### config.mk
export PLATFORM = sky130hd
export DESIGN_NAME = vga_lfsr_timing
export DESIGN_NICKNAME = d
export VERILOG_FILES = /design/src/rtl/vga_lfsr_pkg.sv /design/src/rtl/lfsr_pos_counter.sv /design/src/rtl/axis_event_decoder.sv /design/src/rtl/axis_phase_fsm.sv /design/src/rtl/vga_lfsr_timing.sv
export SDC_FILE = /design/constraint.sdc
export NUM_CORES = 1
export LEC_CHECK = 0
export BUFFER_PORTS_ARGS = -buffer_cell sky130_fd_sc_hd__buf_2
export CORE_UTILIZATION = 44
export DETAILED_ROUTE_END_ITERATION = 8
export GPL_TIMING_DRIVEN = 0
export SETUP_SLACK_MARGIN = 0.15
export SYNTH_ARGS = -nofsm -noshare
export SYNTH_HDL_FRONTEND = slang
export SYNTH_SLANG_ARGS = --single-unit
### constraint.sdc
create_clock -name clk -period 2.45 [get_ports clk]
set_input_delay 0.245 -clock clk [delete_from_list [all_inputs] [get_ports clk]]
set_output_delay 0.245 -clock clk [all_outputs]
set_load 0.1 [all_outputs]
### src/rtl/vga_lfsr_pkg.sv
package vga_lfsr_pkg;

    localparam int LFSR_W = 10;
    // Second feedback tap (1-based) of x^10 + x^7 + 1.
    localparam int LFSR_TAP = 7;
    localparam logic [LFSR_W-1:0] LFSR_SEED = LFSR_W'(1);

    typedef logic [LFSR_W-1:0] lfsr_t;

    typedef enum logic [1:0] {
        PH_ACTIVE = 2'd0,
        PH_FRONT  = 2'd1,
        PH_SYNC   = 2'd2,
        PH_BACK   = 2'd3
    } axis_phase_e;

    // One shift with XNOR feedback; the all-ones word is the only stuck state.
    function automatic lfsr_t lfsr_next(input lfsr_t s);
        return {s[LFSR_W-2:0], ~(s[LFSR_W-1] ^ s[LFSR_TAP-1])};
    endfunction

    // Register contents after n steps from the seed.
    function automatic lfsr_t lfsr_at(input int n);
        lfsr_t s;
        s = LFSR_SEED;
        for (int i = 0; i < n; i++) begin
            s = lfsr_next(s);
        end
        return s;
    endfunction

endpackage

### src/rtl/lfsr_pos_counter.sv
module lfsr_pos_counter
    import vga_lfsr_pkg::*;
#(
    parameter int TOTAL = 736
) (
    input  logic  clk,
    input  logic  rst_n,
    input  logic  adv,
    output lfsr_t state,
    output logic  at_end
);

    localparam lfsr_t END_STATE = lfsr_at(TOTAL - 1);

    assign at_end = (state == END_STATE);

    always_ff @(posedge clk or negedge rst_n) begin
        if (!rst_n) begin
            state <= LFSR_SEED;
        end else if (adv) begin
            state <= at_end ? LFSR_SEED : lfsr_next(state);
        end
    end

endmodule

### src/rtl/axis_event_decoder.sv
module axis_event_decoder
    import vga_lfsr_pkg::*;
#(
    parameter int BLANK_AT = 576,
    parameter int SYNC_ON  = 600,
    parameter int SYNC_OFF = 688
) (
    input  lfsr_t      state,
    output logic [2:0] hit
);

    localparam int N_EV = 3;

    // Each flag is decoded one position before it takes effect.
    function automatic int ev_pos(input int g);
        case (g)
            0:       return BLANK_AT - 1;
            1:       return SYNC_ON - 1;
            default: return SYNC_OFF - 1;
        endcase
    endfunction

    for (genvar g = 0; g < N_EV; g++) begin : g_match
        localparam lfsr_t MATCH = lfsr_at(ev_pos(g));
        assign hit[g] = (state == MATCH);
    end

endmodule

### src/rtl/axis_phase_fsm.sv
module axis_phase_fsm
    import vga_lfsr_pkg::*;
#(
    parameter bit SYNC_HIGH = 1'b0
) (
    input  logic clk,
    input  logic rst_n,
    input  logic adv,
    input  logic hit_blank,
    input  logic hit_sync_on,
    input  logic hit_sync_off,
    input  logic hit_end,
    output logic blank,
    output logic sync
);

    axis_phase_e phase_q;
    axis_phase_e phase_d;

    always_comb begin
        phase_d = phase_q;
        if (adv) begin
            unique case (phase_q)
                PH_ACTIVE: if (hit_blank)    phase_d = PH_FRONT;
                PH_FRONT:  if (hit_sync_on)  phase_d = PH_SYNC;
                PH_SYNC:   if (hit_sync_off) phase_d = PH_BACK;
                PH_BACK:   if (hit_end)      phase_d = PH_ACTIVE;
                default:                     phase_d = PH_ACTIVE;
            endcase
        end
    end

    always_ff @(posedge clk or negedge rst_n) begin
        if (!rst_n) begin
            phase_q <= PH_ACTIVE;
        end else begin
            phase_q <= phase_d;
        end
    end

    always_comb begin
        blank = (phase_q != PH_ACTIVE);
        sync  = (phase_q == PH_SYNC) ? SYNC_HIGH : ~SYNC_HIGH;
    end

endmodule

### src/rtl/vga_lfsr_timing.sv
module vga_lfsr_timing
    import vga_lfsr_pkg::*;
#(
    parameter int H_TOTAL    = 736,
    parameter int H_BLANK    = 576,
    parameter int H_SYNC_ON  = 600,
    parameter int H_SYNC_OFF = 688,
    parameter int V_TOTAL    = 525,
    parameter int V_BLANK    = 455,
    parameter int V_SYNC_ON  = 480,
    parameter int V_SYNC_OFF = 482,
    parameter bit SYNC_HIGH  = 1'b0
) (
    input  logic clk,
    input  logic rst_n,
    output logic hsync,
    output logic vsync,
    output logic hblank,
    output logic vblank,
    output logic line_end,
    output logic frame_end
);

    lfsr_t      h_state;
    lfsr_t      v_state;
    logic       h_end;
    logic       v_end;
    logic [2:0] h_hit;
    logic [2:0] v_hit;

    // Horizontal axis: steps every pixel clock.
    lfsr_pos_counter #(.TOTAL(H_TOTAL)) u_h_cnt (
        .clk    (clk),
        .rst_n  (rst_n),
        .adv    (1'b1),
        .state  (h_state),
        .at_end (h_end)
    );

    axis_event_decoder #(
        .BLANK_AT (H_BLANK),
        .SYNC_ON  (H_SYNC_ON),
        .SYNC_OFF (H_SYNC_OFF)
    ) u_h_dec (
        .state (h_state),
        .hit   (h_hit)
    );

    axis_phase_fsm #(.SYNC_HIGH(SYNC_HIGH)) u_h_fsm (
        .clk          (clk),
        .rst_n        (rst_n),
        .adv          (1'b1),
        .hit_blank    (h_hit[0]),
        .hit_sync_on  (h_hit[1]),
        .hit_sync_off (h_hit[2]),
        .hit_end      (h_end),
        .blank        (hblank),
        .sync         (hsync)
    );

    // Vertical axis: steps once per line, on the last pixel clock.
    lfsr_pos_counter #(.TOTAL(V_TOTAL)) u_v_cnt (
        .clk    (clk),
        .rst_n  (rst_n),
        .adv    (h_end),
        .state  (v_state),
        .at_end (v_end)
    );

    axis_event_decoder #(
        .BLANK_AT (V_BLANK),
        .SYNC_ON  (V_SYNC_ON),
        .SYNC_OFF (V_SYNC_OFF)
    ) u_v_dec (
        .state (v_state),
        .hit   (v_hit)
    );

    axis_phase_fsm #(.SYNC_HIGH(SYNC_HIGH)) u_v_fsm (
        .clk          (clk),
        .rst_n        (rst_n),
        .adv          (h_end),
        .hit_blank    (v_hit[0]),
        .hit_sync_on  (v_hit[1]),
        .hit_sync_off (v_hit[2]),
        .hit_end      (v_end),
        .blank        (vblank),
        .sync         (vsync)
    );

    assign line_end  = h_end;
    assign frame_end = h_end & v_end;

endmodule

* Yosys cells after proc, flatten, opt, wreduce, memory -nomap -nowiden *
Cells that the tools add are included.

operators by class
  add/sub/neg operators = 0
  multiply operators = 0
  divide/modulo/power cells = 0
  magnitude comparators = 0
  eq/ne operators = 22
  shifts and indexed selects = 0
  mux-type cells = 14
  bitwise logic cells = 5
  reductions and logical operators = 6

operators by type and width
  operator                                               count
  == test 10 bit, second input constant                  5
  == test 10 x 8 -> 1 bit, second input constant         2
  2-to-1 mux 10 bit                                      2
  2-to-1 mux 2 bit                                       8
  case mux 2 bit (4 select lines)                        2
  inequality test 2 x 1 -> 1 bit, second input constant  6
  == test 10 x 7 -> 1 bit, second input constant         1
  == test 2 bit, second input constant                   4
  AND reduction 5 bit                                    1
  == test 2 x 1 -> 1 bit, second input constant          2
  zero test 2 bit                                        2
  inequality test 2 bit, second input constant           2
  AND reduction 4 bit                                    1
  nonzero test 2 bit                                     2
  2-to-1 mux 1 bit                                       2
  NOT 1 bit                                              2
  bitwise XOR 1 bit                                      2
  bitwise AND 1 bit                                      1

storage, ports and cells
  register bits = 24
  latch bits = 0
  RAM bits = 0
  ROM bits = 0
  bits of input ports = 2
  memories = 0

* Depth between registers and ports, before layout *
Gate-level depths: netlist of run 1.

  word-level depth = 3
  depth in mapped cells = 6
  gate-level depth less buffers = 6

* Cells and area by module *
A second synthesis of run 1 with hierarchy kept.

unflattened totals
  cells, all modules = 125
  area total of the unflattened synthesis = 1,387.6 µm²

modules (own cells, without submodules)
  module                         times used  cells each  area each (µm²)  seq. area each (µm²)
  lfsr_pos_counter at u_h_cnt    1           38          440.4            251.5
  lfsr_pos_counter at u_v_cnt    1           33          420.4            251.5
  axis_phase_fsm                 2           17          181.4            50.0
  axis_event_decoder at u_v_dec  1           9           83.8             0.0
  axis_event_decoder at u_h_dec  1           9           70.1             0.0
  vga_lfsr_timing                1           2           10.0             0.0

* Worst setup path after synthesis of run 1 *
Ideal clock, no wire load.

  kind = reg2out
  start point = register u_h_cnt.state[0]
  end point = output frame_end
  arrival time = 2.460 ns
  data required time = 2.205 ns
  slack = -0.255 ns
  cell stages (with the launch flop) = 6
  buffers on the path = 2
  cell sequence = dfstp_2 > and4bb_1 > nand3_1 > buf_2 > clkbuf_1 > nor2_1

on the way
  cells in the longest elaborated chain, start to end = 2

ends and longest elaborated chain
  item                      line                    RTL
  start: declaration        lfsr_pos_counter.sv:9   output lfsr_t state,
  start signal: assignment  lfsr_pos_counter.sv:21  state <= at_end ? LFSR_SEED : lfsr_next(state);
  == test 10 x 8 -> 1 bit   lfsr_pos_counter.sv:15  assign at_end = (state == END_STATE);
  bitwise AND 1 bit         vga_lfsr_timing.sv:92   assign frame_end = h_end & v_end;
  end: declaration          vga_lfsr_timing.sv:21   output logic frame_end

No other way between the ends.

* Worst setup path in the final report of run 1 *
Same ends and word-level chain as after synthesis.

==> results of run 1 <==
==> flip-flops by register name (all words and copies together) (netlist names) <==
signal           count
u_h_cnt.state       10
u_h_fsm.phase_q      2
u_v_cnt.state       10
u_v_fsm.phase_q      2
==> cell type report <==
| type | instances | area [um2] | share of cell area (%) |
|---|---|---|---|
| Multi-Input combinational cell | 63 | 539 | 39.7 |
| Clock buffer | 3 | 22.5 | 1.66 |
| Clock inverter | 1 | 30.0 | 2.21 |
| Sequential cell | 24 | 603 | 44.3 |
| Tap cell | 30 | 37.5 | 2.76 |
| Timing Repair Buffer | 8 | 60.1 | 4.42 |
| Inverter | 9 | 33.8 | 2.48 |
| Buffer | 6 | 33.8 | 2.48 |
==> power groups by stage <==
stage / combinational (mW) / sequential [mW] / clock [mW]
4_1_cts: 0.00978 / 0.396 / 0.290
3_3_place_gp: 0.00866 / 0.404 / 0
3_5_place_dp: 0.00866 / 0.404 / 0
2_1_floorplan: 0.000000271 / 0.404 / 0
5_1_grt: 0.0110 / 0.396 / 0.307
6_report: 0.00903 / 0.396 / 0.282
==> worst max-delay path by stage <==
| stage | startpoint | endpoint | slack, ns | depth (start not counted) |
|---|---|---|---|---|
| 2_1_floorplan | u_h_cnt.state[0]$_DFF_PN1_ | frame_end | 0.20 | 5 |
| 3_3_place_gp | u_h_cnt.state[0]$_DFF_PN1_ | frame_end | 0.27 | 6 |
| 3_5_place_dp | u_h_cnt.state[0]$_DFF_PN1_ | frame_end | 0.27 | 6 |
| 4_1_cts | u_h_cnt.state[0]$_DFF_PN1_ | frame_end | 0.17 | 6 |
| 5_1_grt | u_h_cnt.state[0]$_DFF_PN1_ | frame_end | 0.15 | 6 |
| 6_report | u_h_cnt.state[0]$_DFF_PN1_ | frame_end | 0.25 | 6 |
==> per-layer routing <==
layer  up-vias  track usage, %  routed length [um]
li1        378               -                   -
met1       375            25.6                1020
met2        18            24.5                 889
met3         4            4.24                  91
met4         0            5.13                  23
met5         -               0                   0
==> synthesized netlist by cell type <==
library cell / number / share of area, %
a31oi_1: 1 / 0.52
o21ai_1: 1 / 0.42
and4bb_1: 1 / 1.0
a22oi_1: 1 / 0.63
ha_1: 8 / 8.4
a211oi_1: 1 / 0.63
a22o_1: 3 / 2.2
a2111o_1: 1 / 0.94
nand2b_4: 1 / 1.2
o32a_1: 1 / 0.84
mux2_1: 2 / 1.9
nand2_1: 4 / 1.3
nor3_1: 1 / 0.42
and4_1: 1 / 0.73
clkbuf_1: 5 / 1.6
dfstp_2: 2 / 4.4
and4b_1: 2 / 1.7
nand2b_1: 1 / 0.52
inv_1: 8 / 2.5
nand3_1: 2 / 0.84
or2_2: 1 / 0.52
nand4b_1: 2 / 1.5
mux2i_1: 1 / 0.84
dfrtp_1: 22 / 46
a2bb2oi_1: 1 / 0.73
o21a_1: 1 / 0.63
xor2_1: 2 / 1.5
a221oi_2: 1 / 1.3
nand4_1: 1 / 0.52
nor4b_1: 1 / 0.73
nor2_1: 5 / 1.6
mux2_2: 6 / 5.7
a221o_1: 1 / 0.84
buf_2: 1 / 0.42
nor4_1: 1 / 0.52
inv_2: 1 / 0.31
and2_1: 6 / 3.1
nor2b_1: 1 / 0.52
==> logic make-up (layout without fill, tap and decap cells) <==
family | after synthesis | after routing | synth area share [%]
fa+ha+maj | 8 | 8 | 8.39
xor+xnor | 2 | 2 | 1.47
simple gates | 31 | 31 | 16.7
buf+inv | 15 | 27 | 4.83
compound gates | 13 | 13 | 9.65
mux | 9 | 9 | 8.39
flops | 24 | 24 | 50.6
==> what timing repair did <==
| item | CTS | global route |
|---|---|---|
| endpoints found under the hold margin | 22 | 0 |
| hold buffers | 1 | 0 |
| pin swaps | 0 | 0 |
| resized for setup | 5 | 5 |
| setup endpoints to repair | 1 | 2 |
==> metrics by stage <==
step / cell area [um2] / hold WS, ns / worst slack (ns)
global placement: 1270 / 0.259 / 0.268
global route: 1360 / 0.469 / 0.150
CTS: 1340 / 0.443 / 0.171
detailed placement: 1270 / 0.258 / 0.270
floorplan: 1190 / -0.0506 / 0.199
finish: 1360 / 0.426 / 0.247
==> results_dict.tcl, run 1 <==
set metrics [dict create \
    grt_use_total_pct 17.2 \
    peakVddDrop_v 0.000351 \
    boundaryPins 8 \
    clockBufferDepth 2 \
    cp_num_buf_inv 3 \
    final_cell_mix "dfrtp_1 (22), inv_1 (8), ha_1 (8)" \
    synth_nets 112 \
    leakage_nw 0.659 \
    antenna_found_initial 0 \
    min_path_type "in -> async" \
    skew_ns 0.00229 \
    slowest_delay_ns 0.58 \
    syn2layout_area_growth_pct 14.1 \
    rows 18 \
    nets 125 \
    fmax_mhz 454 \
    layout_commonest_cell "dfrtp_1" \
    worstMarginPinSlew_ns 0.528 \
    post-route-util_pct 53.9 \
    via_count 775 \
    cts_tree "built" \
    diodes 0 \
    grt_max_degree 25 \
    drt_iter0_drc 10 \
    grt_pass1_wl_um 3480 \
    dpl.hpwl_um 1470 \
    reg2regPathDepth 5 \
    gp_congestion 0.707 \
    setup_viol 0 \
    synth_seq_cells 24 \
    rsz0062_at_grt "false" \
    hold_violations 0 \
    worst_ep_required_time_ns 2.20 \
    finalNonFillerCells 144 \
    r2r_setup_slack_ns 0.38 \
    io_buffers 7 \
    internal_power_uw 563 \
    r2r-end "u_v_fsm.phase_q[1]$_DFFE_PN0P_" \
    routed_via_density 5.38 \
    p_seq_share_pct 57.6 \
    tns_ns 0 \
    gr-total-overflow 0 \
    seq_area_frac_synth_pct 50.6 \
    drv_cap 0 \
    synth_area_mm2 0.00119 \
    cts_sinks 24 \
    p_clk_share_pct 41.0 \
    place_inst 139 \
    run_status "complete, no violations" \
    cp.arrival_ns 1.96 \
    worstSetupEndpointType "output pin" \
    startpoint_type "flip-flop" \
    period_minus_slack_ns 2.20 \
    switchingPower_uw 124 \
    path_cells "and4bb_1 > nand3_1 > buf_6 > clkbuf_4 > nor2_4 > buf_12" \
    period_share_pct 89.9 \
    worstPathMaxFanout 10 \
    cpLargestDelayFamily "flip-flops" \
    die_h_um 54.1 \
    fin_total_pwr_uw 687 \
    dieArea_mm2 0.00292 \
    cts_buffers 3 \
    power.density_mw_per_mm2 505 \
    core-area_mm2 0.00252 \
    synthCells 102 \
    drtPass1Iterations 4 \
    n_fill_cell 222 \
    drc 0 \
    cts_max_level 1 \
    cts_setup_buffers 0 \
    avgSynthCellArea_um2 11.7 \
    power.share.switching_pct 18.1 \
    yosysWarnings 0 \
    r2r-start "u_v_cnt.state[9]$_DFFE_PN0P_" \
    grt_pass1_vias 749 \
    p_comb_share_pct 1.3 \
    maxSlewHeadroom_pct 64.8 \
    slew_viol_final 0 \
    root_buffer "clkbuf_4" \
    ant_nets 0 \
    wl_um 2020 \
    wl_per_cell_um 14.0 \
    path_clk_slew_ns 0.13 \
    drive_gt1_share_pct 22.8 \
    worstSetupPathType "reg -> out" \
    cp_slowest_cell "dfstp_2" \
    clock_latency_ns 0.31 \
    start_util_pct 47.3 \
    synth_cell_types 38 \
    die_x_um 54.1 \
]
Note: power is estimated with default switching activity, not from simulation.
==> run 2, diff against run 1 <==
- PLACE_DENSITY: default -> 0.72
==> results_dict.tcl, run 2 (synthesis results as in run 1) <==
set metrics [dict create \
    cts_tree "built" \
    cp.arrival_ns 1.92 \
    grt_pass1_vias 739 \
    period_share_pct 88.3 \
    grt_use_total_pct 16.9 \
    period_minus_slack_ns 2.16 \
    worstMarginPinSlew_ns 0.508 \
    startpoint "u_h_cnt.state[0]$_DFF_PN1_" \
    pre_cts_ws_ns 0.268 \
    routed_via_density 5.31 \
    grt_pass1_wl_um 3390 \
    clockBufferDepth 2 \
    wl_per_cell_um 13.8 \
    grt_max_degree 25 \
    leakage_nw 0.652 \
    final_cell_mix "dfrtp_1 (22), inv_1 (8), ha_1 (8)" \
    skew_ns 0.00488 \
    layout_commonest_cell "dfrtp_1" \
    post-route-util_pct 53.5 \
    rows 18 \
    cts_sinks 24 \
    gr-total-overflow 0 \
    root_buffer "clkbuf_4" \
    boundaryPins 8 \
    hold_violations 0 \
    path_clk_slew_ns 0.12 \
    cts_max_level 1 \
    cpLargestDelayFamily "flip-flops" \
    r2r-end "u_v_fsm.phase_q[1]$_DFFE_PN0P_" \
    cts_setup_buffers 0 \
    rsz0062_at_grt "false" \
    slew_viol_final 0 \
    reg2regPathDepth 5 \
    peakVddDrop_v 0.000242 \
    worstPathMaxFanout 10 \
    worstSetupPathType "reg -> out" \
    drtPass1Iterations 4 \
    ant_nets 0 \
    worst_ep_required_time_ns 2.20 \
    dpl.hpwl_um 1500 \
    wl_um 1980 \
    nets 125 \
    slowest_delay_ns 0.57 \
    diodes 0 \
    drive_gt1_share_pct 23.7 \
    grtUsageMet3_pct 5.08 \
    io_buffers 7 \
    core-area_mm2 0.00252 \
    min_path_type "in -> async" \
    gp_congestion 0.794 \
    cp_num_buf_inv 3 \
    startpoint_type "flip-flop" \
    dieArea_mm2 0.00292 \
    via_count 764 \
    die_h_um 54.1 \
    start_util_pct 47.3 \
    path_cells "and4bb_1 > nand3_1 > buf_6 > clkbuf_4 > nor2_4 > buf_12" \
    die_x_um 54.1 \
    power.density_mw_per_mm2 448 \
    top_regs "u_h_cnt.state (10), u_v_cnt.state (10)" \
    gr-max-usage-layer "met2" \
    grt_use_met2_pct 25.9 \
    maxSlewHeadroom_pct 66.2 \
    fmax_mhz 462 \
    clock_latency_ns 0.30 \
    cp_slowest_cell "dfstp_2" \
    r2r_setup_slack_ns 0.44 \
    worstSetupEndpointType "output pin" \
    run_status "complete, no violations" \
    n_fill_cell 221 \
    cts_buffers 3 \
    setup_viol 0 \
    grtUsageMet1_pct 22.0 \
    syn2layout_area_growth_pct 13.2 \
    drv_cap 0 \
    r2r-start "u_v_cnt.state[9]$_DFFE_PN0P_" \
    drt_iter0_drc 15 \
    worst_slack_ns 0.286 \
    drc 0 \
    tns_ns 0 \
    antenna_found_initial 0 \
]
-- run 2: cell types whose count changed in the layout (fill, tap and decap cells not counted), sizes merged --
cell    change
bufinv      -1
clkbuf      +1
-- run 2: timing repair --
action,in CTS,in global routing
setup endpoints to repair,1,1
pin swaps,0,0
gates resized for setup,6,5
hold buffers,1,0
hold endpoints to repair,22,0
-- run 2: through the flow --
stage	hold slack, ns	total power [mW]	std cells	cell area, um2
final	0.426	0.605	144	1350
after global placement	0.247	0.412	139	1270
after global routing	0.453	0.641	144	1350
after floorplan	-0.0506	0.404	102	1190
after detailed placement	0.252	0.412	139	1270
after CTS	0.435	0.616	144	1330
-- run 2: routing by layer --
layer	vias up	wire [um]
li1	379	-
met1	377	1000
met2	6	923
met3	2	39
met4	0	15
met5	-	0
-- run 2: power by group --
group | internal (mW) | leakage (nW) | switching (mW)
clock network | 0.0906 | 0.0210 | 0.109
registers | 0.396 | 0.316 | 0
logic | 0.00161 | 0.316 | 0.00717
-- run 2: worst max path at each step --
stage                      to  slack, ns  depth (start not counted)
finish              frame_end       0.29                          6
global route        frame_end       0.18                          6
CTS                 frame_end       0.17                          6
detailed placement  frame_end       0.27                          6
global placement    frame_end       0.30                          6
floorplan           frame_end       0.20                          5
-- run 2: layout make-up --
cell class                 instances  area (um2)  share of cell area, %
sequential                        24         603                   44.7
multi-input combinational         63         546                   40.4
timing repair buffer               8        60.1                   4.45
tap                               30        37.5                   2.78
clock buffer                       4        36.3                   2.69
buffer                             6        33.8                   2.50
inverter                           9        33.8                   2.50
